===== src/rtl/wdt_pkg.sv =====
package wdt_pkg;
  localparam int CTRL_W  = 4;
  localparam int CLR_BIT = 3;  // write 0 to clear, reads 1
  localparam int SEL_BIT = 0;  // timeout select

  typedef enum logic {
    SEL_SHORT = 1'b0,
    SEL_LONG  = 1'b1
  } wdt_sel_e;
endpackage


===== src/rtl/wdt_prescaler.sv =====
module wdt_prescaler #(
  parameter int PS_W = 13
) (
  input  logic clk_i,
  input  logic rst_ni,
  input  logic run_i,
  input  logic clr_i,
  output logic tick_o
);
  logic [PS_W-1:0] psc_q;

  assign tick_o = run_i && (&psc_q);

  always_ff @(posedge clk_i or negedge rst_ni) begin
    if (!rst_ni)     psc_q <= '0;
    else if (clr_i)  psc_q <= '0;
    else if (run_i)  psc_q <= psc_q + 1'b1;
  end
endmodule


===== src/rtl/wdt_counter.sv =====
module wdt_counter
  import wdt_pkg::*;
#(
  parameter int CNT_W     = 4,
  parameter int SHORT_LIM = 3,
  parameter int LONG_LIM  = 7
) (
  input  logic     clk_i,
  input  logic     rst_ni,
  input  logic     tick_i,
  input  logic     clr_i,
  input  wdt_sel_e sel_i,
  output logic     fire_o
);
  localparam logic [CNT_W-1:0] SHORT_THR = CNT_W'(SHORT_LIM - 1);
  localparam logic [CNT_W-1:0] LONG_THR  = CNT_W'(LONG_LIM - 1);
  localparam logic [CNT_W-1:0] CNT_MAX   = {CNT_W{1'b1}};

  logic [CNT_W-1:0] cnt_q;
  logic [CNT_W-1:0] thr;

  assign thr    = (sel_i == SEL_LONG) ? LONG_THR : SHORT_THR;
  // fires on the tick that completes the period; >= covers a lowered threshold
  assign fire_o = tick_i && !clr_i && (cnt_q >= thr);

  always_ff @(posedge clk_i or negedge rst_ni) begin
    if (!rst_ni)                        cnt_q <= '0;
    else if (clr_i || fire_o)           cnt_q <= '0;
    else if (tick_i && cnt_q != CNT_MAX) cnt_q <= cnt_q + 1'b1;
  end
endmodule


===== src/rtl/wdt_pulse.sv =====
module wdt_pulse #(
  parameter int PULSE_LEN = 4
) (
  input  logic clk_i,
  input  logic rst_ni,
  input  logic fire_i,
  input  logic kill_i,
  output logic active_o
);
  localparam int PW = $clog2(PULSE_LEN + 1);

  logic [PW-1:0] left_q;

  assign active_o = (left_q != '0);

  always_ff @(posedge clk_i or negedge rst_ni) begin
    if (!rst_ni)        left_q <= '0;
    else if (kill_i)    left_q <= '0;
    else if (fire_i)    left_q <= PW'(PULSE_LEN);
    else if (active_o)  left_q <= left_q - 1'b1;
  end
endmodule


===== src/rtl/wdt_timer.sv =====
module wdt_timer
  import wdt_pkg::*;
#(
  parameter int PS_W      = 13,
  parameter int CNT_W     = 4,
  parameter int SHORT_LIM = 3,
  parameter int LONG_LIM  = 7,
  parameter int PULSE_LEN = 4
) (
  input  logic              clk_i,
  input  logic              rst_ni,
  input  logic              wdt_en_i,
  input  logic              stop_i,
  input  logic              wr_en_i,
  input  logic [CTRL_W-1:0] wr_data_i,
  output logic [CTRL_W-1:0] rd_data_o,
  output logic              wdt_rst_no
);
  wdt_sel_e sel_q, sel_eff;
  logic     clr_req, pulse_on, run, tick, fire, cnt_clr, psc_clr;

  always_ff @(posedge clk_i or negedge rst_ni) begin
    if (!rst_ni)      sel_q <= SEL_SHORT;
    else if (wr_en_i) sel_q <= wdt_sel_e'(wr_data_i[SEL_BIT]);
  end

  assign clr_req = wr_en_i && !wr_data_i[CLR_BIT];
  assign sel_eff = wr_en_i ? wdt_sel_e'(wr_data_i[SEL_BIT]) : sel_q;
  assign run     = wdt_en_i && !stop_i && !pulse_on;
  assign cnt_clr = clr_req || !wdt_en_i;
  assign psc_clr = cnt_clr || fire;

  wdt_prescaler #(.PS_W(PS_W)) u_psc (
    .clk_i  (clk_i),
    .rst_ni (rst_ni),
    .run_i  (run),
    .clr_i  (psc_clr),
    .tick_o (tick)
  );

  wdt_counter #(
    .CNT_W    (CNT_W),
    .SHORT_LIM(SHORT_LIM),
    .LONG_LIM (LONG_LIM)
  ) u_cnt (
    .clk_i  (clk_i),
    .rst_ni (rst_ni),
    .tick_i (tick),
    .clr_i  (cnt_clr),
    .sel_i  (sel_eff),
    .fire_o (fire)
  );

  wdt_pulse #(.PULSE_LEN(PULSE_LEN)) u_pls (
    .clk_i    (clk_i),
    .rst_ni   (rst_ni),
    .fire_i   (fire),
    .kill_i   (!wdt_en_i),
    .active_o (pulse_on)
  );

  assign wdt_rst_no = !pulse_on;

  always_comb begin
    rd_data_o          = '0;
    rd_data_o[CLR_BIT] = 1'b1;
    rd_data_o[SEL_BIT] = sel_q;
  end
endmodule


===== config.mk =====
export PLATFORM = sky130hd
export DESIGN_NAME = wdt_timer
export DESIGN_NICKNAME = d
export VERILOG_FILES = /design/src/rtl/wdt_pkg.sv /design/src/rtl/wdt_prescaler.sv /design/src/rtl/wdt_counter.sv /design/src/rtl/wdt_pulse.sv /design/src/rtl/wdt_timer.sv
export SDC_FILE = /design/constraint.sdc
export NUM_CORES = 1
export LEC_CHECK = 0
export BUFFER_PORTS_ARGS = -buffer_cell sky130_fd_sc_hd__buf_2
export CORE_MARGIN = 2
export CORE_UTILIZATION = 55
export CTS_BUF_LIST = sky130_fd_sc_hd__clkbuf_4 sky130_fd_sc_hd__clkbuf_8
export CTS_CLUSTER_SIZE = 20
export DETAILED_ROUTE_END_ITERATION = 7
export GPL_TIMING_DRIVEN = 0
export PLACE_DENSITY = 0.73
export SKIP_LAST_GASP = 1
export SYNTH_ARGS = -nofsm -noshare
export SYNTH_HDL_FRONTEND = slang
export SYNTH_SLANG_ARGS = --single-unit

===== constraint.sdc =====
create_clock -name clk_i -period 2.4 [get_ports clk_i]
set_input_delay 0.12 -clock clk_i [delete_from_list [all_inputs] [get_ports clk_i]]
set_output_delay 0.12 -clock clk_i [all_outputs]
set_load 0.005 [all_outputs]

# Yosys cells after proc, flatten, opt, wreduce, memory -nomap -nowiden

Cells that the tools add are included.

Memory bits (writable): 0
Memories: 0
Bits in registers: 21
Latch bits: 0
Memory bits (read-only): 0
Bits of input ports: 9

Reductions and logical operators: 18
Magnitude comparators: 1
Multiplexer cells: 9
Bitwise operators: 0
Equal/unequal tests: 2
Multipliers: 0
Shift operators: 0
Add/sub/neg operators: 3
Div/mod/pow operators: 0

Operators by type and width:

| kind                    | count |
|---|---|
| $mux W13                | 2 |
| $add A13 B1 Y13 const B | 1 |
| $reduce_and A13 Y1      | 1 |
| $mux W3                 | 4 |
| $mux W4                 | 2 |
| $logic_and A1 B1 Y1     | 7 |
| $logic_not A1 Y1        | 5 |
| $add A4 B1 Y4 const B   | 1 |
| $ge A4 B4 Y1            | 1 |
| $ne A4 B4 Y1 const B    | 1 |
| $reduce_bool A2 Y1      | 2 |
| $ne A3 B1 Y1 const B    | 1 |
| $reduce_bool A3 Y1      | 1 |
| $sub A3 B1 Y3 const B   | 1 |
| $logic_or A1 B1 Y1      | 2 |
| $mux W1                 | 1 |

# Depth between registers and ports, before layout

Depth after elaboration: 8
Mapped depth: 7
Depth with buffers taken out: 6

# By module

A second synthesis with hierarchy kept.

Cells, all modules: 129
Area total of the unflattened synthesis: 1,260.0 um^2

Modules (own cells, without submodules):

| module        | area each (um^2) | instances | cells an instance | sequential area each (um^2) |
|---|---|---|---|---|
| wdt_prescaler | 681.9            | 1         | 69                | 325.3 |
| wdt_counter   | 287.8            | 1         | 30                | 100.1 |
| wdt_pulse     | 177.7            | 1         | 16                | 75.1 |
| wdt_timer     | 112.6            | 1         | 14                | 25.0 |

# Worst setup path before layout

No wires, ideal clock.

Kind: reg2reg
Start point: register u_pls.left_q[0]
End point: register u_psc.psc_q[12]
Setup time: 0.127 ns
Stages on the path, launching flop included: 8
Path buffers: 1
Clock period less this slack: 1.905 ns
Data required time: 2.273 ns
Data arrival time: 1.778 ns
Slack: 0.495 ns
Cell sequence: dfrtp_1 > inv_1 > ha_1 > nand4bb_4 > buf_6 > or4_4 > nor4_4 > nor3b_2

Word-level cells in the longest chain between the ends: 8

RTL lines:

| element                                        | line                | source |
|---|---|---|
| start: declaration                             | wdt_pulse.sv:12     | `logic [PW-1:0] left_q;` |
| start signal: assignment                       | wdt_pulse.sv:19     | `else if (fire_i) left_q <= PW'(PULSE_LEN);` |
| start signal: assignment                       | wdt_pulse.sv:20     | `else if (active_o) left_q <= left_q - 1'b1;` |
| $reduce_bool A3 Y1 *                           | wdt_pulse.sv:14     | `assign active_o = (left_q != '0);` |
| $logic_not A1 Y1 *                             | wdt_timer.sv:29     | `assign run = wdt_en_i && !stop_i && !pulse_on;` |
| $logic_and A1 B1 Y1 *                          | wdt_timer.sv:29     |  |
| $logic_and A1 B1 Y1                            | wdt_prescaler.sv:12 | `assign tick_o = run_i && (&psc_q);` |
| $logic_and A1 B1 Y1 (2 in a row)               | wdt_counter.sv:24   | `assign fire_o = tick_i && !clr_i && (cnt_q >= thr);` |
| $logic_or A1 B1 Y1                             | wdt_timer.sv:31     | `assign psc_clr = cnt_clr \|\| fire;` |
| $mux W13 or $reduce_bool A2 Y1 (tied branches) | -                   |  |
| end signal: assignment                         | wdt_prescaler.sv:17 | `else if (run_i) psc_q <= psc_q + 1'b1;` |
| end: declaration                               | wdt_prescaler.sv:10 | `logic [PS_W-1:0] psc_q;` |

Every way passes the cells marked *; elsewhere a longest branch is shown, timed or not.
A chain may end at the register's enable or synchronous reset.

# Final worst setup path

Ends and elaborated chain as after synthesis.

==> summary.txt <==
Logic synthesis
  – Async SR Flop Fraction: 100%
  – Ys Warns: 0
  – Post-synth EDFFs: 0
  – Distinct cells, synth: 35
  – Synth top area share: 42.3%
  – #FFs+latches synth: 21
  – Synth area leaders: dfrtp_1 (42%), xnor2_1 (7.0%), ha_1 (6.0%)
  – Synth area leader: dfrtp_1
  – Seq/Total Area, Yosys: 42.3%
  – Top FF cell, synth: dfrtp_1
  – Synth Area per Inst: 10.2 um^2
  – Cell area after synthesis: 1240 um^2
  – Gate Count Post-Synth: 122

Detailed routing
  – Vias: 875
  – Antenna Nets Post-Route: 0
  – DRC viols: 0
  – Routed wire length: 2010 um
  – DRT iter0 DRCs: 3
  – First-pass DRT Iterations: 3
  – DR vias/cell: 5.34
  – WL/cell: 12.3 um

Placement
  – Dpl cells: 159
  – Port bufs: 8
  – Dpl hpwl: 1540 um
  – Placed cell areas: 1320 um^2
  – Pre-CTS WS: 0.364 ns
  – GPL Wtd Cong: 0.729

Clocking
  – Clock Tree Root: clkbuf_4
  – Clk Latency, worst-skew pair: 0.30 ns
  – CTS tree: yes
  – Clk buf depth: 2
  – Number of CTS-inserted buffers: 3
  – Post-CTS Setup Bufs: 0
  – Htree depth: 1
  – Clock-pin slew on the worst setup and hold paths: 0.12 ns
  – Clock sink total: 21

Global routing
  – Gr ovfl total: 0
  – Largest net degree at the start of global routing: 22
  – Total track usage: 18.8%
  – Initial antenna violation count: 0
  – Vias in the first global route: 867
  – First-pass GRT wire length: 3770 um

Power
  – Sw frac: 23.7%
  – Leakage power: 0.615 nW
  – Pwr dens: 424 nW/um^2
  – Internal power: 440 uW
  – Worst VDD drop: 0.334 mV
  – P_sw: 137 uW
  – Comb pwr share: 8.4%
  – Power consumption: 577 uW
  – Clock power frac: 29.4%
  – Sequential power share: 62.2%

Layout
  – Post-route cell area: 1360 um^2
  – Most frequent cells in the layout: dfrtp_1 (21), nor2_1 (16), xnor2_1 (10)
  – Non-Filler Instances: 164
  – Area Overhead vs Synth: 9.36%
  – N_diodes: 0
  – Layout cells sized above 1: 20.6%
  – Final core utilization: 62.7%
  – Most common cell after layout, fill and taps aside: dfrtp_1
  – Nets: 152

Floorplan
  – Die width: 51.6 um
  – Rows: 17
  – Die Ht: 51.6 um
  – Area of the die: 2660 um^2
  – Initial Utilization: 57.3%
  – Io pins: 14
  – Core Footprint: 2170 um^2

Timing
  – Max-slew headroom: 63.5%
  – Clk_skew: 0.00533 ns
  – TNS Setup: 0 ns
  – Final WS setup: 0.364 ns
  – Final period utilization: 84.8%
  – Hold Violations, Final: 0
  – RSZ-0062 raised after global routing: no
  – Tightest Pin Transition: 0.540 ns
  – Minimum clock period: 2.04 ns
  – Setup violators final: 0
  – Hold slack: 0.0726 ns
  – Pins Over Slew Limit: 0
  – Highest clock rate: 491 MHz

Worst setup path
  – CP Max Fanout: 10
  – Crit-path cells: inv_1 -> ha_1 -> nand4bb_4 -> buf_6 -> or4_4 -> nor4_4 -> nor3b_2
  – Crit-path max cell delay: 0.55 ns
  – WS Path Type: reg2reg
  – Cell family with most CP delay: simple AND/OR/NAND/NOR gates
  – Slowest library cell on the worst path: or4_4
  – CP required: 2.60 ns
  – CP Capture Type: flip-flop
  – Critical path arrival: 2.23 ns
  – CP Buf/Inv Count: 2
  – Startpoint Class: flip-flop

Job
  – Maxcap violations: 0

Outcome
  – Outcome: completed

Min path
  – Path type of the worst min-delay path: in2reg
## cell usage after synthesis, types with 3 or more instances
| library cell | number |
|---|---|
| mux2i_1 | 3 |
| dfrtp_1 | 21 |
| nor2_1 | 16 |
| nand3_1 | 3 |
| nor3_1 | 4 |
| buf_4 | 5 |
| ha_1 | 6 |
| xnor2_1 | 10 |
| inv_1 | 8 |
| nor4_1 | 5 |
| nand2_1 | 9 |
## kinds of logic after synthesis
group / share of synthesized area, %
AO/OA/AOI/OAI: 5.53
XOR/XNOR: 8.45
adder cells (fa/ha/maj): 6.04
buffers and inverters: 6.34
flip-flops: 42.3
multiplexers: 3.32
other: 0.604
AND/OR/NAND/NOR: 27.5
## repair_timing
item / 4_1_cts / 5_1_grt
endpoints found under the hold margin: 21 / 0
hold buffers: 1 / 0
gates resized for setup: 0 / 0
## path summary, 6_finish.rpt
check / slack [ns] / endpoint / startpoint / cells after the start
max reg2reg: 0.36 / u_psc.psc_q[12]$_DFFE_PN0P_ / u_pls.left_q[0]$_DFFE_PN0P_ / 7
min in group asynchronous: 0.29 / u_psc.psc_q[10]$_DFFE_PN0P_ / rst_ni / 2
min reg2reg: 0.56 / sel_q$_DFF_PN0_ / sel_q$_DFF_PN0_ / 2
max: 0.36 / u_psc.psc_q[12]$_DFFE_PN0P_ / u_pls.left_q[0]$_DFFE_PN0P_ / 7
min: 0.07 / sel_q$_DFF_PN0_ / wr_data_i[0] / 3
max in group asynchronous: 1.79 / u_psc.psc_q[12]$_DFFE_PN0P_ / rst_ni / 2
## worst reg2reg max path, stage by stage, from the launching register on
cell	delay, ns
dfrtp_1	0.42
inv_1	0.09
ha_1	0.25
nand4bb_4	0.15
buf_6	0.16
or4_4	0.55
nor4_4	0.23
nor3b_2	0.07
## state kept, by name (all words and copies together) (netlist names)
register      count
u_pls.left_q      3
u_psc.psc_q      13
u_cnt.cnt_q       4
sel_q             1
## metal layers
layer  vias up  global-route usage [%]  share of wire, %
met5         -                       0                 0
met4         0                    5.26               1.1
met3         2                    2.59               2.0
met2        11                    33.5                50
met1       417                    23.9                47
li1        445                       -                 -
## power groups by stage
stage / logic, mW / clock network, mW / registers [mW]
after detailed placement: 0.0483 / 0 / 0.366
after floorplan: 0.0280 / 0 / 0.365
after global routing: 0.0549 / 0.193 / 0.359
final: 0.0482 / 0.170 / 0.359
after global placement: 0.0471 / 0 / 0.366
after CTS: 0.0497 / 0.179 / 0.359
## final cells by class
cell class / instances / area (um^2)
clock buffers: 3 / 22.5
clock inverters: 1 / 5.00
inverters: 8 / 30.0
fillers: 201 / 810
repair buffers: 9 / 50.0
flip-flops and latches: 21 / 526
well taps: 28 / 35.0
multi-input cells: 88 / 643
plain buffers: 6 / 48.8
Power figures use the tool's default switching activity.
